$ cat src/rtl/dlist_pkg.sv
package dlist_pkg;

    localparam int ENTRY_BYTES = 8;
    localparam int SIZE_W      = 16;

    typedef enum logic [1:0] {
        FLT_NONE  = 2'd0,
        FLT_SIZE  = 2'd1,
        FLT_ALIGN = 2'd2,
        FLT_CROSS = 2'd3
    } flt_e;

    typedef enum logic [2:0] {
        ST_IDLE,
        ST_FETCH,
        ST_DECODE,
        ST_XFER,
        ST_STALL,
        ST_FAULT
    } st_e;

    typedef struct packed {
        logic              pause;
        logic [14:0]       rsvd;
        logic [SIZE_W-1:0] size;
        logic [31:0]       ea_lo;
    } entry_t;

    // Counts below 16 that are legal on their own.
    function automatic logic small_legal(logic [SIZE_W-1:0] sz);
        return (sz == 16'd0) || (sz == 16'd1) || (sz == 16'd2) ||
               (sz == 16'd4) || (sz == 16'd8);
    endfunction

    // Low-address bits that must be zero for a given count.
    function automatic logic [31:0] align_mask(logic [SIZE_W-1:0] sz);
        if (sz >= 16'd16)
            return 32'h0000_000F;
        else if (sz == 16'd0)
            return 32'h0;
        else
            return {16'h0, sz - 16'd1};
    endfunction

endpackage

$ cat src/rtl/dlist_entry_check.sv
module dlist_entry_check
    import dlist_pkg::*;
#(
    parameter int MAX_XFER = 16384
) (
    input  entry_t entry,
    input  logic   mode64,
    output flt_e   code
);
    logic        size_ok;
    logic        align_ok;
    logic [32:0] end_sum;
    logic        crosses;

    always_comb begin
        size_ok  = small_legal(entry.size) ||
                   ((entry.size[3:0] == 4'd0) && (32'(entry.size) <= MAX_XFER));
        align_ok = ((entry.ea_lo & align_mask(entry.size)) == 32'h0);
        end_sum  = {1'b0, entry.ea_lo} + {17'h0, entry.size};
        crosses  = mode64 && end_sum[32] && (end_sum[31:0] != 32'h0);

        if (!size_ok)
            code = FLT_SIZE;
        else if (!align_ok)
            code = FLT_ALIGN;
        else if (crosses)
            code = FLT_CROSS;
        else
            code = FLT_NONE;
    end
endmodule

$ cat src/rtl/dlist_stall_bank.sv
module dlist_stall_bank #(
    parameter int TAG_W = 5,
    localparam int NTAG = 1 << TAG_W
) (
    input  logic             clk,
    input  logic             rst,
    input  logic             set_en,
    input  logic             clr_en,
    input  logic [TAG_W-1:0] idx,
    output logic [NTAG-1:0]  bits
);
    for (genvar g = 0; g < NTAG; g++) begin : g_bit
        always_ff @(posedge clk) begin
            if (rst)
                bits[g] <= 1'b0;
            else if (set_en && (idx == TAG_W'(g)))
                bits[g] <= 1'b1;
            else if (clr_en && (idx == TAG_W'(g)))
                bits[g] <= 1'b0;
        end
    end

    assert_set_R8: assert property (@(posedge clk) disable iff (rst)
        set_en |=> bits[$past(idx)]);

    assert_clear_R9: assert property (@(posedge clk) disable iff (rst)
        (clr_en && !set_en) |=> !bits[$past(idx)]);
endmodule

$ cat src/rtl/dlist_walker.sv
module dlist_walker
    import dlist_pkg::*;
#(
    parameter int LS_AW    = 18,
    parameter int TAG_W    = 5,
    parameter int MAX_XFER = 16384,
    localparam int NTAG    = 1 << TAG_W
) (
    input  logic              clk,
    input  logic              rst,
    input  logic              cmd_start,
    input  logic [LS_AW-1:0]  cmd_list_addr,
    input  logic [LS_AW-1:0]  cmd_list_size,
    input  logic [LS_AW-1:0]  cmd_ls_addr,
    input  logic [31:0]       cmd_ea_hi,
    input  logic [TAG_W-1:0]  cmd_tag,
    input  logic              cmd_mode64,
    input  logic              resume,
    output logic              ls_rd_en,
    output logic [LS_AW-1:0]  ls_rd_addr,
    input  logic [63:0]       ls_rd_data,
    output logic              xfer_req,
    output logic [63:0]       xfer_ea,
    output logic [LS_AW-1:0]  xfer_ls_addr,
    output logic [15:0]       xfer_size,
    input  logic              xfer_done,
    output logic              busy,
    output logic              stalled,
    output logic              list_done,
    output logic [TAG_W-1:0]  done_tag,
    output logic [1:0]        fault_code,
    output logic [NTAG-1:0]   stall_status,
    output logic [LS_AW-1:0]  dbg_list_addr,
    output logic [LS_AW-1:0]  dbg_list_size,
    output logic [LS_AW-1:0]  dbg_ls_addr,
    output logic [15:0]       dbg_size,
    output logic [31:0]       dbg_ea_hi
);
    localparam logic [LS_AW-1:0] STEP = LS_AW'(ENTRY_BYTES);

    st_e               st;
    entry_t            entry_q;
    entry_t            entry_in;
    entry_t            cur_entry;
    flt_e              chk_code;
    flt_e              fault_q;
    logic [LS_AW-1:0]  list_addr;
    logic [LS_AW-1:0]  list_left;
    logic [LS_AW-1:0]  ls_ptr;
    logic [15:0]       cur_size;
    logic [31:0]       ea_hi_q;
    logic [TAG_W-1:0]  tag_q;
    logic              mode64_q;
    logic              done_q;
    logic              finish;
    logic              last_entry;
    logic              can_start;

    assign entry_in = entry_t'(ls_rd_data);

    dlist_entry_check #(.MAX_XFER(MAX_XFER)) u_check (
        .entry  (entry_in),
        .mode64 (mode64_q),
        .code   (chk_code)
    );

    always_comb begin
        cur_entry  = (st == ST_DECODE) ? entry_in : entry_q;
        finish     = ((st == ST_DECODE) && (chk_code == FLT_NONE) &&
                      (entry_in.size == 16'd0)) ||
                     ((st == ST_XFER) && xfer_done);
        last_entry = (list_left == STEP);
        can_start  = (st == ST_IDLE) || (st == ST_FAULT);
    end

    dlist_stall_bank #(.TAG_W(TAG_W)) u_stall (
        .clk    (clk),
        .rst    (rst),
        .set_en (finish && cur_entry.pause),
        .clr_en ((st == ST_STALL) && resume),
        .idx    (tag_q),
        .bits   (stall_status)
    );

    always_ff @(posedge clk) begin
        if (rst) begin
            st        <= ST_IDLE;
            entry_q   <= '0;
            fault_q   <= FLT_NONE;
            list_addr <= '0;
            list_left <= '0;
            ls_ptr    <= '0;
            cur_size  <= '0;
            ea_hi_q   <= '0;
            tag_q     <= '0;
            mode64_q  <= 1'b0;
            done_q    <= 1'b0;
        end else begin
            done_q <= 1'b0;
            case (st)
                ST_IDLE, ST_FAULT: begin
                    if (cmd_start) begin
                        list_addr <= {cmd_list_addr[LS_AW-1:3], 3'b000};
                        list_left <= {cmd_list_size[LS_AW-1:3], 3'b000};
                        ls_ptr    <= cmd_ls_addr;
                        ea_hi_q   <= cmd_ea_hi;
                        tag_q     <= cmd_tag;
                        mode64_q  <= cmd_mode64;
                        fault_q   <= FLT_NONE;
                        cur_size  <= '0;
                        if (cmd_list_size[LS_AW-1:3] == '0) begin
                            done_q <= 1'b1;
                            st     <= ST_IDLE;
                        end else begin
                            st <= ST_FETCH;
                        end
                    end
                end
                ST_FETCH: st <= ST_DECODE;
                ST_DECODE: begin
                    entry_q <= entry_in;
                    if (chk_code != FLT_NONE) begin
                        fault_q  <= chk_code;
                        cur_size <= entry_in.size;
                        st       <= ST_FAULT;
                    end else if (entry_in.size != 16'd0) begin
                        cur_size <= entry_in.size;
                        st       <= ST_XFER;
                    end
                end
                ST_XFER: ;
                ST_STALL: begin
                    if (resume) begin
                        if (list_left == '0) begin
                            done_q <= 1'b1;
                            st     <= ST_IDLE;
                        end else begin
                            st <= ST_FETCH;
                        end
                    end
                end
                default: st <= ST_IDLE;
            endcase

            if (finish) begin
                list_addr <= list_addr + STEP;
                list_left <= list_left - STEP;
                ls_ptr    <= ls_ptr + LS_AW'(cur_entry.size);
                cur_size  <= '0;
                if (cur_entry.pause) begin
                    st <= ST_STALL;
                end else if (last_entry) begin
                    done_q <= 1'b1;
                    st     <= ST_IDLE;
                end else begin
                    st <= ST_FETCH;
                end
            end
        end
    end

    assign ls_rd_en      = (st == ST_FETCH);
    assign ls_rd_addr    = list_addr;
    assign xfer_req      = (st == ST_XFER);
    assign xfer_ea       = {ea_hi_q, entry_q.ea_lo};
    assign xfer_ls_addr  = ls_ptr;
    assign xfer_size     = entry_q.size;
    assign busy          = !can_start;
    assign stalled       = (st == ST_STALL);
    assign list_done     = done_q;
    assign done_tag      = tag_q;
    assign fault_code    = fault_q;
    assign dbg_list_addr = list_addr;
    assign dbg_list_size = list_left;
    assign dbg_ls_addr   = ls_ptr;
    assign dbg_size      = cur_size;
    assign dbg_ea_hi     = ea_hi_q;

    assert_req_hold_R3: assert property (@(posedge clk) disable iff (rst)
        (xfer_req && !xfer_done) |=>
            (xfer_req && $stable(xfer_ea) && $stable(xfer_size) && $stable(xfer_ls_addr)));

    assert_req_size_R4: assert property (@(posedge clk) disable iff (rst)
        xfer_req |-> (xfer_size != 16'd0 && 32'(xfer_size) <= MAX_XFER));

    assert_advance_R2: assert property (@(posedge clk) disable iff (rst)
        (xfer_req && xfer_done) |=> (dbg_list_addr == $past(dbg_list_addr) + STEP));

    assert_done_empty_R10: assert property (@(posedge clk) disable iff (rst)
        list_done |-> (dbg_list_size == '0 && !busy));

    assert_fault_quiet_R7: assert property (@(posedge clk) disable iff (rst)
        (fault_code != 2'd0) |-> (!xfer_req && !ls_rd_en));
endmodule

$ cat config.mk
export PLATFORM = sky130hd
export DESIGN_NAME = dlist_walker
export DESIGN_NICKNAME = d
export VERILOG_FILES = /design/src/rtl/dlist_pkg.sv /design/src/rtl/dlist_entry_check.sv /design/src/rtl/dlist_stall_bank.sv /design/src/rtl/dlist_walker.sv
export SDC_FILE = /design/constraint.sdc
export NUM_CORES = 1
export LEC_CHECK = 0
export ABC_AREA = 0
export BUFFER_PORTS_ARGS = -buffer_cell sky130_fd_sc_hd__buf_2
export CAP_MARGIN = 5
export CORE_AREA = 2 2 163 165
export CTS_CLUSTER_SIZE = 24
export DETAILED_ROUTE_END_ITERATION = 10
export DIE_AREA = 0 0 165 167
export PLACE_DENSITY_LB_ADDON = 0.08
export SYNTH_ARGS = -nofsm -noshare
export SYNTH_HDL_FRONTEND = slang
export SYNTH_SLANG_ARGS = --single-unit
$ cat constraint.sdc
create_clock -name clk -period 5.7 [get_ports clk]
set_input_delay 0 -clock clk [delete_from_list [all_inputs] [get_ports clk]]
set_output_delay 0 -clock clk [all_outputs]
set_load 0.01 [all_outputs]
Word level (Yosys, flattened, before mapping)
Index checks and enable logic that the tools add are counted.

Add/subtract/negate cells: 5. Muxes and demuxes: 104. Bitwise operators: 1. Reduce and logical (&&, ||, !) cells: 133. $lt $le $gt $ge: 2. Equality and inequality tests: 48.

Operators with widths (number): two-way mux 18 bit (9); == test 5 bit, second input constant (16); two-way mux 1 bit (74); logical AND 1 bit (72); nonzero test 2 bit (36); two-way mux 16 bit (4); two-way mux 64 bit (1); == test 5 x 4 -> 1 bit, second input constant (8); adder 32 x 16 -> 33 bit (1); AND 32 bit (1); logical NOT 32 bit (1); two-way mux 32 bit (1); one-hot mux 16 bit (2 select lines) (1); nonzero test 32 bit (1); == test 5 x 3 -> 1 bit, second input constant (4); adder 18 x 16 -> 18 bit (1); adder 18 x 4 -> 18 bit, second input constant (1); == test 18 x 4 -> 1 bit, second input constant (1); logical NOT 18 bit (1); two-way mux 3 bit (6); subtractor 18 x 4 -> 18 bit, second input constant (1); == test 16 x 1 -> 1 bit, second input constant (1); == test 16 x 2 -> 1 bit, second input constant (1); == test 16 x 3 -> 1 bit, second input constant (1); other kinds (32) (49).

Output and inout bits: 262. Word-level logic and storage cells: 339. Register bits after elaboration: 210. Input port bits: 161.

Logic depth before layout (Yosys ltp)
Depth in word-level cells: 14. Mapped depth: 21. Mapped depth without buffers: 18.

Modules after synthesis
Synthesis repeated with hierarchy kept, for this count alone.

Cells, all modules: 1518. Area total of the unflattened synthesis: 11503.5 µm².

By module, submodules not included: dlist_walker (seq. area each 3143.0 µm², times used 1, cells an instance 1052, area each 8119.0 µm²); dlist_entry_check (seq. area each 0.0 µm², times used 1, cells an instance 307, area each 1990.7 µm²); dlist_stall_bank (seq. area each 640.6 µm², times used 1, cells an instance 159, area each 1393.8 µm²).

Least setup slack after synthesis
OpenSTA, ideal clock, no wires.

Kind: register to register. Start: reg st[0]. End: reg ls_ptr[17], in the netlist dbg_ls_addr[17]. Setup slack: 1438 ps. Buffers on the path: 2. Library setup time: 106 ps. Required time: 5594 ps. Cell stages (with the launch flop): 19. Clock period less this slack: 4262 ps. Arrival: 4156 ps. Cells stage by stage: dfxtp_1 > clkbuf_1 > nor2_1 > nand2_1 > clkbuf_1 > mux2i_1 > inv_1 > ha_1 > a21o_1 > a21o_1 > a2111oi_0 > o31ai_1 > o41ai_1 > o21ai_0 > o21ai_0 > a21boi_0 > o21ai_0 > mux2i_1 > o311ai_0.

RTL lines: start: declaration (RTL line dlist_walker.sv:41) `st_e st;`; start signal: assignment (RTL line dlist_walker.sv:87) `st <= ST_IDLE;`; start signal: assignment (RTL line dlist_walker.sv:113) `st <= ST_IDLE;`; start signal: assignment (RTL line dlist_walker.sv:115) `st <= ST_FETCH;`; end signal: assignment (RTL line dlist_walker.sv:105) `ls_ptr <= cmd_ls_addr;`; end signal: assignment (RTL line dlist_walker.sv:148) `ls_ptr <= ls_ptr + LS_AW'(cur_entry.size);`; end: declaration (RTL line dlist_walker.sv:49) `logic [LS_AW-1:0] ls_ptr;`.

Worst setup path in the final report
Start: in ls_rd_data[32]. End: reg list_addr[4], in the netlist dbg_list_addr[4].

Longest elaborated chain between the ends: 13. Elaborated cells on any way between the ends: 34. Those cells by class: add/sub (2); order compare (2); eq/ne (4); mux (6); bitwise (1); reduce/logical (19).

RTL lines: start: declaration (RTL line dlist_walker.sv:21) `input logic [63:0] ls_rd_data,`; subtractor 16 x 1 -> 16 bit, or another cell as far along (RTL line dlist_pkg.sv:42) `return {16'h0, sz - 16'd1};`; two-way mux 16 bit or logical OR 1 bit (tied branches) (RTL line dlist_pkg.sv:39, dlist_pkg.sv:31); two-way mux 32 bit or logical OR 1 bit (tied branches) (RTL line dlist_pkg.sv:37, dlist_pkg.sv:31); AND 32 bit or logical OR 1 bit (tied branches) (RTL line dlist_entry_check.sv:18, dlist_pkg.sv:31); logical NOT 32 bit or logical OR 1 bit (tied branches) (RTL line dlist_entry_check.sv:18, dlist_pkg.sv:32); two-way mux 2 bit or logical OR 1 bit (tied branches) (RTL line dlist_entry_check.sv:24, dlist_entry_check.sv:16); two-way mux 2 bit (RTL line dlist_entry_check.sv:22) `if (!size_ok)`; logical NOT 2 bit (RTL line dlist_walker.sv:69) `finish = ((st == ST_DECODE) && (chk_code == FLT_NONE) &&`; logical AND 1 bit (RTL line dlist_walker.sv:69); logical AND 1 bit * (RTL line dlist_walker.sv:69); logical OR 1 bit * (RTL line dlist_walker.sv:70) `(entry_in.size == 16'd0)) ||`; nonzero test 2 bit (no source line); AND reduction 2 bit (no source line); end signal: assignment (RTL line dlist_walker.sv:103) `list_addr <= {cmd_list_addr[LS_AW-1:3], 3'b000};`; end signal: assignment (RTL line dlist_walker.sv:146) `list_addr <= list_addr + STEP;`; end: declaration (RTL line dlist_walker.sv:47) `logic [LS_AW-1:0] list_addr;`.

Mark *: on every way between the ends. The rest lies on a longest branch, timed or not. A chain may end at the register's enable or synchronous reset.

==> impl_metrics.csv <==
group,metric,value,unit
finish,nets,2018,
grt,met2_usage,45.5,%
synthesis,syn-cell-area,11300,um^2
worst_setup_path,critPathArrivalTime,5650,ps
place,gp_congestion,0.882,
clock_network,cts_resized,0,
power_and_ir_drop,p_int,2690,uW
place,dpl.hpwl,27600,um
finish,final_common_cell,"buf_2",
die,die_w,165,um
die,io_pins,423,
hold_path,min_path_type,"in -> reg",
finish,drive_above_1_share,25.7,%
clock_network,clk_latency,460,ps
timing,fmax,190,MHz
synthesis,synth.distinct_cells,70,
finish,post-route-util,56.1,%
detailed_routing,first_iter_violations,812,
die,die_area,27600,um^2
timing,setup_tns,0,ps
timing,rsz0062_at_grt,"no",
die,start_util,43.8,%
timing,slew_headroom,23.0,%
grt,top_usage_layer,"met2",
die,placementRows,59,
clock_network,root_buffer,"clkbuf_16",
flow_run,maxCapViolCount,0,
power_and_ir_drop,p_seq_share,36.8,%
clock_network,path_clk_slew,80,ps
synthesis,yosys.area.top_type,"dfxtp_1",
finish,syn_to_final_growth,28.2,%
timing,hold_violations,0,
synthesis,synthCells,1466,
grt,grt_remaining_overflow,0,
power_and_ir_drop,switchingPower,1760,uW
worst_setup_path,critical-path-max-stage-delay,550,ps
synthesis,synth_edf_count,0,
grt,grt_util_met1,35.5,%
clock_network,cts_buffers,17,
power_and_ir_drop,comb_power_share,35.5,%
detailed_routing,drc,0,
detailed_routing,via_count,11978,
synthesis,avgSynthCellArea,7.69,um^2
clock_network,cts_htree_levels,4,
worst_setup_path,cp_cell_sequence,"dlygate4sd3_1, buf_2, ha_1, fa_1, a21oi_1, o21a_1, o311ai_1, and3_1, or4_1, or4_1, nor4_1, a31o_2, a21o_2, buf_4, a22oi_1, a21oi_1, dlygate4sd3_1",
detailed_routing,ant_nets,0,
power_and_ir_drop,power_leakage,0.00646,uW
detailed_routing,post_drt_wl_per_cell,18.1,um
clock_network,cts.sinks,189,
worst_setup_path,slowest_stage,"dlygate4sd3_1",
finish,fillers,2465,
place,port_buffers,392,
power_and_ir_drop,p_sw_share,39.6,%
worst_setup_path,cp-end-kind,"flop",
grt,groute.usage.overall,27.6,%
timing,fin_worst_skew,22.2,ps
clock_network,post-cts-setup-buffer-count,0,
detailed_routing,first_pass_iters,5,
synthesis,synth_top_area_share,33.6,%
grt,grt_max_degree,102,
worst_setup_path,cp-start-kind,"input port",
power_and_ir_drop,power_frac_clock,27.7,%
clock_network,ctsHoldBuffers,135,
die,core,25800,um^2
power_and_ir_drop,power.density,308,nW/um^2
grt,grt_pass1_vias,11275,
clock_network,clock_path_buffers,2,
synthesis,ys_seq_area_share,33.6,%
synthesis,synth_top_cells_by_area,"dfxtp_1 34%, nand2_1 9.2%, buf_4 8.2%, a21oi_1 5.7%, ha_1 4.1%",
grt,antenna_found_initial,2,
worst_setup_path,worst-setup-path-type,"in -> reg",
synthesis,yosysWarnings,0,
outcome,outcome,"finished, final reports clean",
timing,setup_viol,0,
place,placed_cell_area,12500,um^2
timing,tightest_slew,1160,ps
grt,grt_pass1_wl,60900,um
synthesis,synth-main-ff-cell,"dfxtp_1",
finish,design_area,14500,um^2
timing,period_share,92.2,%
detailed_routing,routed_wl,39300,um
worst_setup_path,crit_family,"buffers and inverters",
finish,mostFrequentLayoutCells,"391 x buf_2, 273 x nand2_1, 189 x dfxtp_1, 135 x dlygate4sd3_1, 129 x a21oi_1",
timing,slew_viol_final,0,
grt,met3_usage,5.90,%
worst_setup_path,cp_max_fo,41,
power_and_ir_drop,peakVddDrop,159,uV
clock_network,tritoncts,"yes",
detailed_routing,vias_per_cell,5.52,
worst_setup_path,cp.required,6090,ps
timing,period_minus_slack,5250,ps
synthesis,ys_async_sr_fraction,0,%
worst_setup_path,worst-path-buf-inv,4,
synthesis,synth_seq_cells,189,
die,die_h,167,um
## stage by stage
| stage | setup slack, ps | power (uW) | hold WS, ps | cells |
|---|---|---|---|---|
| after floorplan | 1440 | 2740 | 95.5 | 1474 |
| after global placement | 970 | 3150 | 240 | 1999 |
| after detailed placement | 923 | 3170 | 245 | 1999 |
| after CTS | 523 | 4480 | 6.28 | 2166 |
| after global routing | 184 | 4720 | 1.56 | 2167 |
| final | 447 | 4450 | 3.95 | 2169 |
## per-layer routing
layer / up-vias / routed length, um
li1: 5828 / -
met5: - / 0
met2: 465 / 18400
met4: 0 / 1030
met1: 5623 / 17100
met3: 62 / 2710
## tightest hold or removal path, stage by stage
cell,delay (ps)
buf_2,130
nand2_1,170
a21oi_1,90
## path summary, 6_finish.rpt
kind,from,endpoint,slack [ps],cells after the start
setup / recovery,ls_rd_data[32],dbg_list_addr[4]$_SDFFE_PP0P_,450,17
hold / removal,ls_rd_data[41],xfer_size[9]$_SDFF_PP0_,4,3
setup reg to reg,st[0]$_SDFFE_PP0P_,dbg_ls_addr[17]$_SDFFE_PP0P_,990,16
hold reg to reg,xfer_ea[22]$_SDFFE_PP0P_,xfer_ea[22]$_SDFFE_PP0P_,450,2
## sequential cells by signal, summed over array words and instances, names as in the netlist, 5 cells and up
register and cells:
dbg_ea_hi 32, xfer_size 16, dbg_size 16, xfer_ea 32
dbg_list_size 15, u_stall.bits 32, done_tag 5, dbg_ls_addr 18
dbg_list_addr 15
## power by group through the flow
stage	Clock, uW	Combinational (uW)	Sequential (uW)
finish	1230	1580	1640
global route	1310	1740	1660
CTS	1260	1580	1640
detailed placement	0	1500	1670
global placement	0	1490	1660
floorplan	0	1070	1670
## cell families (layout without fill, tap and decap cells)
kind of cell	Yosys count	in the layout	share of synthesized area, %
xor gates and xnor gates	30	30	2.33
buffers and inverters	250	607	12.6
muxes	26	26	2.43
AOI/OAI and AO/OA	391	391	22.5
and+or+nand+nor	540	540	22.1
adders and majority gates	39	39	4.46
other	1	12	0.0333
DFF	189	189	33.6
## synthesized netlist by cell type, types with 4 or more instances
library cell  instances
buf_1                 7
mux2_2               11
a22oi_1              20
inv_1                37
or3_1                10
a21o_1                8
buf_2                 9
a211oi_1             21
nand3b_1              4
nor2b_1              12
or2_2                10
a311oi_1              8
a31oi_1              16
nand2_1             275
o21a_1               13
and3_1               16
nand2b_1              5
nor2_1               55
o22ai_1              14
xnor2_1              18
o311ai_0             13
a21oi_1             129
mux2i_1              15
nand4_1              16
clkbuf_1             72
or4_1                16
a2bb2oi_1             4
o211ai_1             23
o41ai_1               5
nor3_1               20
o31ai_1               7
o21ai_0              62
nand3_1              70
and2_1               10
nor4_1               14
a32oi_1              14
ha_1                 37
dfxtp_1             189
buf_4               123
xor2_1               12
## layout make-up
class                           instances  area (um^2)  area share, %
Antenna cell                            3         7.51         0.0519
Clock buffer                           17          425           2.94
Clock inverter                         15          168           1.16
Inverter                               38          143          0.987
Multi-Input combinational cell       1035         6120           42.3
Sequential cell                       189         3780           26.2
Tap cell                              335          419           2.90
Timing Repair Buffer                  537         3390           23.5
No activity file was read; power rests on OpenSTA's default activity.
